### src/rtl/tstamp_pkg.sv
// Package: shared widths and field positions for the time-stamp capture block.
// Assumes the calendar packs its fields into flat vectors with PM on the top time bit.
package tstamp_pkg;
    localparam int TIME_W = 21;
    localparam int DATE_W = 22;
    localparam int PM_BIT = TIME_W - 1;
endpackage

### src/rtl/tstamp_edge_det.sv
// Synchronizes the asynchronous pin and turns one chosen transition into a single-cycle event.
// Assumes SYNC_STAGES >= 2; the history is qualified after reset so a static level is not an edge.
module tstamp_edge_det #(
    parameter int SYNC_STAGES = 2
) (
    input  logic clk,
    input  logic rst_n,
    input  logic pin_async,
    input  logic enable,
    input  logic falling,
    output logic event_o
);
    localparam int CHAIN = SYNC_STAGES + 1;

    logic [CHAIN-1:0] chain;
    logic [CHAIN-1:0] warm;
    logic             now_lvl;
    logic             prev_lvl;
    logic             rise_seen;
    logic             fall_seen;

    // Synchronizer stages followed by one history flop.
    generate
        for (genvar i = 0; i < CHAIN; i++) begin : g_stage
            if (i == 0) begin : g_first
                always_ff @(posedge clk) begin
                    if (!rst_n) chain[0] <= 1'b0;
                    else        chain[0] <= pin_async;
                end
            end else begin : g_next
                always_ff @(posedge clk) begin
                    if (!rst_n) chain[i] <= 1'b0;
                    else        chain[i] <= chain[i-1];
                end
            end
        end
    endgenerate

    // Marks when every stage holds a real pin sample, not a reset value.
    always_ff @(posedge clk) begin
        if (!rst_n) warm <= '0;
        else        warm <= {warm[CHAIN-2:0], 1'b1};
    end

    // Compares synchronized level with its history to find transitions.
    always_comb begin
        now_lvl   = chain[SYNC_STAGES-1];
        prev_lvl  = chain[SYNC_STAGES];
        rise_seen = now_lvl & ~prev_lvl;
        fall_seen = ~now_lvl & prev_lvl;
        event_o   = enable & warm[CHAIN-1] & (falling ? fall_seen : rise_seen);
    end
endmodule

### src/rtl/tstamp_flag_ctl.sv
// Holds the stamp and overflow flags and decides when the snapshot may load.
// Assumes event_i is a single-cycle pulse; an event outranks a clear on the same cycle.
module tstamp_flag_ctl (
    input  logic clk,
    input  logic rst_n,
    input  logic event_i,
    input  logic clr_stamp,
    input  logic clr_ovf,
    output logic stamp_flag,
    output logic ovf_flag,
    output logic load_snap
);
    // Only the first event of an unacknowledged series may load the snapshot.
    always_comb load_snap = event_i & ~stamp_flag;

    // Stamp flag: set by event, else cleared by software.
    always_ff @(posedge clk) begin
        if (!rst_n)         stamp_flag <= 1'b0;
        else if (event_i)   stamp_flag <= 1'b1;
        else if (clr_stamp) stamp_flag <= 1'b0;
    end

    // Overflow flag: set by an event on a pending capture, else cleared by software.
    always_ff @(posedge clk) begin
        if (!rst_n)                       ovf_flag <= 1'b0;
        else if (event_i && stamp_flag)   ovf_flag <= 1'b1;
        else if (clr_ovf)                 ovf_flag <= 1'b0;
    end
endmodule

### src/rtl/tstamp_snap_reg.sv
// Load-enabled snapshot register of parameter width.
// Assumes load is a single-cycle strobe; contents hold otherwise.
module tstamp_snap_reg #(
    parameter int W = 8
) (
    input  logic         clk,
    input  logic         rst_n,
    input  logic         load,
    input  logic [W-1:0] d,
    output logic [W-1:0] q
);
    // Captures d on a load strobe.
    always_ff @(posedge clk) begin
        if (!rst_n)    q <= '0;
        else if (load) q <= d;
    end
endmodule

### src/rtl/tstamp_capture.sv
// Top: edge-triggered capture of calendar time and date with overflow tracking.
// Assumes live_time/live_date are stable in the clock domain of clk.
module tstamp_capture #(
    parameter int SYNC_STAGES = 2,
    parameter int TIME_W      = tstamp_pkg::TIME_W,
    parameter int DATE_W      = tstamp_pkg::DATE_W
) (
    input  logic              clk,
    input  logic              rst_n,
    input  logic              ts_pin,
    input  logic              cfg_enable,
    input  logic              cfg_falling,
    input  logic              cfg_irq_en,
    input  logic [TIME_W-1:0] live_time,
    input  logic [DATE_W-1:0] live_date,
    input  logic              clr_stamp,
    input  logic              clr_ovf,
    output logic [TIME_W-1:0] snap_time,
    output logic [DATE_W-1:0] snap_date,
    output logic              stamp_flag,
    output logic              ovf_flag,
    output logic              irq
);
    logic ev_pulse;
    logic load_snap;

    tstamp_edge_det #(.SYNC_STAGES(SYNC_STAGES)) u_edge (
        .clk       (clk),
        .rst_n     (rst_n),
        .pin_async (ts_pin),
        .enable    (cfg_enable),
        .falling   (cfg_falling),
        .event_o   (ev_pulse)
    );

    tstamp_flag_ctl u_flags (
        .clk        (clk),
        .rst_n      (rst_n),
        .event_i    (ev_pulse),
        .clr_stamp  (clr_stamp),
        .clr_ovf    (clr_ovf),
        .stamp_flag (stamp_flag),
        .ovf_flag   (ovf_flag),
        .load_snap  (load_snap)
    );

    tstamp_snap_reg #(.W(TIME_W)) u_snap_time (
        .clk   (clk),
        .rst_n (rst_n),
        .load  (load_snap),
        .d     (live_time),
        .q     (snap_time)
    );

    tstamp_snap_reg #(.W(DATE_W)) u_snap_date (
        .clk   (clk),
        .rst_n (rst_n),
        .load  (load_snap),
        .d     (live_date),
        .q     (snap_date)
    );

    // Interrupt request gated by its enable.
    always_comb irq = cfg_irq_en & stamp_flag;
endmodule

### config.mk
export PLATFORM = sky130hd
export DESIGN_NAME = tstamp_capture
export DESIGN_NICKNAME = d
export VERILOG_FILES = /design/src/rtl/tstamp_pkg.sv /design/src/rtl/tstamp_edge_det.sv /design/src/rtl/tstamp_flag_ctl.sv /design/src/rtl/tstamp_snap_reg.sv /design/src/rtl/tstamp_capture.sv
export SDC_FILE = /design/constraint.sdc
export NUM_CORES = 1
export LEC_CHECK = 0
export BUFFER_PORTS_ARGS = -buffer_cell sky130_fd_sc_hd__buf_2
export CAP_MARGIN = 20
export CORE_ASPECT_RATIO = 1.2
export CORE_MARGIN = 2
export CORE_UTILIZATION = 40
export CTS_CLUSTER_DIAMETER = 40
export CTS_CLUSTER_SIZE = 40
export DETAILED_ROUTE_END_ITERATION = 8
export PLACE_DENSITY = 0.78
export SYNTH_ARGS = -nofsm -noshare
export SYNTH_HDL_FRONTEND = slang
export SYNTH_SLANG_ARGS = --single-unit
### constraint.sdc
create_clock -name clk -period 1.7 [get_ports clk]
set_input_delay 0.51 -clock clk [delete_from_list [all_inputs] [get_ports clk]]
set_output_delay 0.51 -clock clk [all_outputs]
set_load 0.02 [all_outputs]
==> reports/metrics.cfg, run 1 <==
[placement]
port_buffers=96
place.gp.congestion=0.7029
hpwlAfterDp_um=2892
dp_cells=355

[global_route]
gr-usage-met2=0.2462
met3_usage=0.05205
antenna_found_initial=0
track_usage=0.1387
grt_max_degree=51
grt_pass1_vias=1414
overflow=0
busiest_layer=met2
met1_usage=0.1496
grt_pass1_wl_um=5851

[synth]
synth_top_cells_by_area=dfxtp_1, mux2i_1, nand2_1
post-synth-top-count-cell=nand2_1
synthFlopType=dfxtp_1
syn-mean-instance-area_um2=9.569
synth_top_area_cell=dfxtp_1
ys_ff_latch=51
async_flop_share=0
synth_nets=261
synth_common_cells=nand2_1, dfxtp_1, mux2i_1
synth_edf_count=0
yosys_warnings=0
synth_top_area_frac=0.5081
netlist_instances=210
synth_area_mm2=0.002009
synth_cell_types=15
yosysSeqAreaShare=0.5081

[timing]
finClkSkew_ns=0.003772
post-route-min-period_ns=1.639
final-setup-viol-count=0
worst_pin_slew_ns=0.2096
rsz0062_at_grt=false
hold_viol_final=0
timing.slew.headroom=0.8601
period_share=0.9640
fmax_mhz=610.2
slew_viol_final=0

[finish]
antennaDiodeCount=0
layout.cells.non_filler=365
nNetsFinal=357
nFillCells=451
area_delta_synth_final_pct=32.94
drive_gt1_frac=0.3705

[power_and_ir_drop]
p_total_mw=1.966
p_sw_mw=0.4152
p_int_mw=1.551
max-vdd-ir-drop_mv=0.4987
cellPowerDensity_mw_per_mm2=736.1
p_comb_frac=0.074
p_clk_frac=0.312
switching_share=0.2111
seqPwrFrac=0.613
leakagePower_nw=1.221

[cts]
holdBufCountCts=0
clock_latency_ns=0.28
clk_pin_slew_ns=0.08
cts_buffers=5
cts_tree=done
cts-root-buf=clkbuf_8
cts-htree-levels=2
ctsLongestPathBuffers=2
cts_sinks=51

[worst_hold_path]
hold_path_class=in -> reg
holdPathStages=2
min_from=ts_pin
hold_end=u_edge.chain[0]$_SDFF_PN0_

[setup_path]
cp_max_fo=11
path_cells=or3b_4 -> a211oi_4 -> buf_6 -> buf_12 -> mux2i_2
crit_path_start_kind=flip-flop
worstSetupEndpointType=flip-flop
path_class=reg -> reg
cp.required_ns=1.90
max_stage_delay_ns=0.40
rrSetupSlack_ns=0.06
regToRegStartpoint=u_edge.now_lvl$_SDFF_PN0_
cpMaxStageDelayCell=or3b_4
r2r_end=u_snap_date.q[7]$_SDFFE_PN0P_
crit_arrival_ns=1.84
worstRegToRegCells=5

[drt]
firstDrtPassIters=4
wl_per_cell_um=11.45
wl_um=4180
avgViaCountPerCell=4.551
drtAntennaViolNets=0
vias=1661
drc=0
drt-initial-drc-count=53

[die]
pin_count=97
dieArea_mm2=0.005609
die_x_um=68.70
num_rows=28
die_y_um=81.64
initial_utilization=0.4097
core_mm2=0.004905

[status]
status=finished clean

[flow_run]
maxCapViolCount=0

routing by layer:
metal | share of wire | up-vias
li1 | - | 857
met1 | 0.43 | 742
met2 | 0.50 | 60
met3 | 0.069 | 2
met4 | 0.0045 | 0
met5 | 0 | -
cell usage in the layout (no fill, tap or decap):
cell	count
o21a_1	1
nor2b_1	1
clkbuf_1	1
nand2_1	87
mux2i_2	1
buf_2	96
clkbuf_8	5
buf_12	4
clkbuf_16	2
a211oi_4	1
dfxtp_1	51
or3b_4	1
buf_6	1
and3b_1	1
mux2i_1	42
a31o_2	1
a21oi_1	1
and2_1	6
nand3b_1	1
buf_4	1
worst max-delay path by stage:
| stage | endpoint | startpoint | depth (start not counted) | slack (ns) |
|---|---|---|---|---|
| floorplan | u_snap_date.q[0]$_SDFFE_PN0P_ | cfg_falling | 5 | 0.03 |
| global placement | u_snap_time.q[8]$_SDFFE_PN0P_ | cfg_falling | 5 | -0.20 |
| detailed placement | u_snap_time.q[10]$_SDFFE_PN0P_ | cfg_falling | 5 | -0.26 |
| CTS | u_snap_date.q[7]$_SDFFE_PN0P_ | u_edge.now_lvl$_SDFF_PN0_ | 4 | 0.03 |
| global route | u_snap_date.q[7]$_SDFFE_PN0P_ | u_edge.now_lvl$_SDFF_PN0_ | 5 | 0.02 |
| finish | u_snap_date.q[7]$_SDFFE_PN0P_ | u_edge.now_lvl$_SDFF_PN0_ | 5 | 0.06 |
power groups by stage:
| stage | Clock, mW | Combinational (mW) | Sequential, mW |
|---|---|---|---|
| 3_3_place_gp | 0 | 0.142 | 1.23 |
| 4_1_cts | 0.650 | 0.145 | 1.21 |
| 3_5_place_dp | 0 | 0.144 | 1.23 |
| 6_report | 0.614 | 0.146 | 1.21 |
| 5_1_grt | 0.705 | 0.164 | 1.21 |
| 2_1_floorplan | 0 | 0.0633 | 1.24 |
worst max-delay path: cells and delay by family, from the launching register on:
family	cells	cell delay (ns)
and+or+nand+nor	1	0.40
DFF	1	0.34
buffers and inverters	2	0.32
AOI/OAI and AO/OA	1	0.27
muxes	1	0.23
flip-flops by register name, indices dropped and copies added (netlist names):
register            flops
u_snap_date.q          22
u_snap_time.q          21
u_edge.warm             3
u_edge.chain            1
u_edge.now_lvl          1
u_edge.prev_lvl         1
u_flags.ovf_flag        1
u_flags.stamp_flag      1
stage by stage:
stage | hold WS, ns | util | TNS (ns) | setup WS, ns | cell area [µm²]
after global placement | 0.4147 | 0.5145 | -8.034 | -0.2023 | 2524
after detailed placement | 0.4203 | 0.5145 | -9.442 | -0.2641 | 2524
after global routing | 0.4087 | 0.5446 | 0 | 0.01693 | 2671
after CTS | 0.4123 | 0.5293 | 0 | 0.03106 | 2596
after floorplan | 0.4119 | - | 0 | 0.02507 | 2009
final | 0.4266 | 0.5446 | 0 | 0.06124 | 2671
repair_timing:
action / CTS / global route
resized for setup: 0 / 3
pin swaps: 1 / 1
gates cloned: 0 / 2
buffers inserted: 0 / 2
setup endpoints to repair: 1 / 2
cell type report:
class,count,area (µm²),share of cell area
Sequential cell,51,1021,0.3822
Timing Repair Buffer,104,629.4,0.2356
Tap cell,60,75.07,0.02810
Multi-Input combinational cell,144,873.3,0.3269
Clock buffer,6,72.57,0.02717
cells by family after synthesis:
group | share of synthesized area
AND/OR/NAND/NOR | 0.1968
buffers and inverters | 0.06414
multiplexers | 0.2142
flip-flops | 0.5081
AO/OA/AOI/OAI | 0.01681
Note: power is estimated with default switching activity, not from simulation.
==> run 2, diff against run 1 <==
--- a/config.mk
+++ b/config.mk
@@ -13,7 +13,7 @@
 export CTS_CLUSTER_DIAMETER = 40
 export CTS_CLUSTER_SIZE = 40
 export DETAILED_ROUTE_END_ITERATION = 8
-export PLACE_DENSITY = 0.78
+export PLACE_DENSITY = 0.81
 export SYNTH_ARGS = -nofsm -noshare
 export SYNTH_HDL_FRONTEND = slang
 export SYNTH_SLANG_ARGS = --single-unit
==> reports/metrics.cfg, run 2 (synthesis results as in run 1) <==
[status]
status=finished clean

[drt]
firstDrtPassIters=2  ; -2
wl_um=3935  ; -5.9%
drtAntennaViolNets=0  ; unchanged
avgViaCountPerCell=4.533  ; -0.39%
vias=1659  ; -0.12%
drc=0  ; unchanged
wl_per_cell_um=10.75  ; -6.1%
drt-initial-drc-count=31  ; -42%

[global_route]
grt_pass1_vias=1444  ; +2.1%
grt_max_degree=56  ; +9.8%
grt_pass1_wl_um=5947  ; +1.6%
track_usage=0.1382  ; -0.0005640
overflow=0  ; unchanged
antenna_found_initial=0  ; unchanged

[worst_hold_path]
min_from=ts_pin
holdPathStages=2  ; unchanged
hold_path_class=in -> reg
hold_end=u_edge.chain[0]$_SDFF_PN0_

[finish]
antennaDiodeCount=0  ; unchanged
largest_reg_flops=22  ; unchanged
top_register=u_snap_date.q
area_delta_synth_final_pct=32.57
nFillCells=457  ; +1.3%
final_common_cell=buf_2
nNetsFinal=356  ; -0.28%
layout.cells.non_filler=366  ; +0.27%
drive_gt1_frac=0.3660  ; -0.004479
reg_top3=u_snap_date.q (22), u_snap_time.q (21), u_edge.warm (3)
layout_common_cells=buf_2, nand2_1, dfxtp_1, mux2i_1, clkbuf_8

[timing]
finClkSkew_ns=0.003622  ; -0.0001501 ns
period_share=0.9368  ; -0.02718
hold_viol_final=0  ; unchanged
final-setup-viol-count=0  ; unchanged
timing.slew.headroom=0.8536  ; -0.006518
fin_setup_tns_ns=0  ; unchanged
worst_pin_slew_ns=0.2193  ; +0.009764 ns
post-route-min-period_ns=1.593  ; -0.04621 ns
fin_hold_ws_ns=0.4339  ; +0.007364 ns
fmax_mhz=627.9  ; +2.9%
slew_viol_final=0  ; unchanged

[setup_path]
crit_arrival_ns=1.81  ; -0.03 ns
worstSetupEndpointType=flip-flop
worstRegToRegCells=5  ; unchanged
cp_max_fo=13  ; +2
r2r_end=u_snap_time.q[0]$_SDFFE_PN0P_
crit_path_start_kind=flip-flop
path_class=reg -> reg
rrSetupSlack_ns=0.11  ; +0.05 ns
regToRegStartpoint=u_edge.now_lvl$_SDFF_PN0_
cp.required_ns=1.91  ; about the same

[placement]
dp_cells=355  ; unchanged
port_buffers=96  ; unchanged
hpwlAfterDp_um=2796  ; -3.3%
place.gp.congestion=0.7404  ; +5.3%

[die]
pin_count=97  ; unchanged
num_rows=28  ; unchanged
initial_utilization=0.4097  ; unchanged
die_y_um=81.64  ; unchanged
core_mm2=0.004905  ; unchanged
dieArea_mm2=0.005609  ; unchanged
die_x_um=68.70  ; unchanged

[cts]
cts_sinks=51  ; unchanged
cts-root-buf=clkbuf_8
clk_pin_slew_ns=0.08  ; about the same
ctsLongestPathBuffers=2  ; unchanged
cts-htree-levels=2  ; unchanged
cts_resized=0  ; unchanged
cts_tree=done
clock_latency_ns=0.29  ; about the same
cts_buffers=5  ; unchanged

[power_and_ir_drop]
cellPowerDensity_mw_per_mm2=777.4  ; +5.6%
max-vdd-ir-drop_mv=0.4149  ; -17%
leakagePower_nw=1.220  ; -0.13%
p_total_mw=2.071  ; +5.3%

[flow_run]
maxCapViolCount=0  ; unchanged

[run 2: cell types whose count changed in the layout (fill, tap and decap cells not counted), sizes merged]
cell / change
clkbuf: +1
[run 2: repair_timing]
| item | in CTS | in global routing |
|---|---|---|
| endpoints found under the setup margin | 0 | 38 |
| buffers inserted | 0 | 2 |
| hold buffers | 0 | 0 |
[run 2: worst max-delay path by stage]
stage | from | slack, ns | depth (start not counted) | end
after floorplan | cfg_falling | 0.03 | 5 | u_snap_date.q[0]$_SDFFE_PN0P_
after CTS | u_edge.now_lvl$_SDFF_PN0_ | 0.006 | 4 | u_snap_time.q[0]$_SDFFE_PN0P_
final | u_edge.now_lvl$_SDFF_PN0_ | 0.11 | 5 | u_snap_time.q[0]$_SDFFE_PN0P_
after detailed placement | cfg_falling | -0.27 | 5 | u_snap_time.q[0]$_SDFFE_PN0P_
after global placement | cfg_falling | -0.20 | 5 | u_snap_time.q[12]$_SDFFE_PN0P_
after global routing | u_edge.now_lvl$_SDFF_PN0_ | -0.0002 | 5 | u_snap_date.q[9]$_SDFFE_PN0P_
[run 2: final cells by class]
cell class                      instances  area, µm²  area share
Multi-Input combinational cell        144      867.1      0.3255
Clock buffer                            8      100.1     0.03758
Sequential cell                        51       1021      0.3833
Timing Repair Buffer                  103      600.6      0.2255
Tap cell                               60      75.07     0.02818
[run 2: layer usage]
layer | wire, µm | global-route usage | part of all wire
met5 | 0 | 0 | 0
met4 | 19 | 0.04118 | 0.0048
met3 | 300 | 0.05205 | 0.076
met2 | 1921 | 0.2452 | 0.49
met1 | 1694 | 0.1504 | 0.43
[run 2: critical path, cell delays in order, from the launching register on]
cell and delay (ns):
dfxtp_1 0.34, or3b_1 0.41, a211oi_4 0.23, buf_4 0.18, buf_12 0.16, mux2i_1 0.20
[run 2: power breakdown]
part	total (mW)	switching, mW	internal [mW]
combinational	0.144	0.0714	0.0724
clock	0.721	0.349	0.372
sequential	1.21	0.00323	1.20
total	2.07	0.424	1.65
[run 2: metrics by stage]
stage                       util  setup slack [ns]  cell area [µm²]
final                     0.5431            0.1075             2664
after global routing      0.5431        -0.0002085             2664
after floorplan                -           0.02507             2009
after CTS                 0.5349          0.005590             2624
after detailed placement  0.5145           -0.2708             2524
after global placement    0.5145           -0.2002             2524
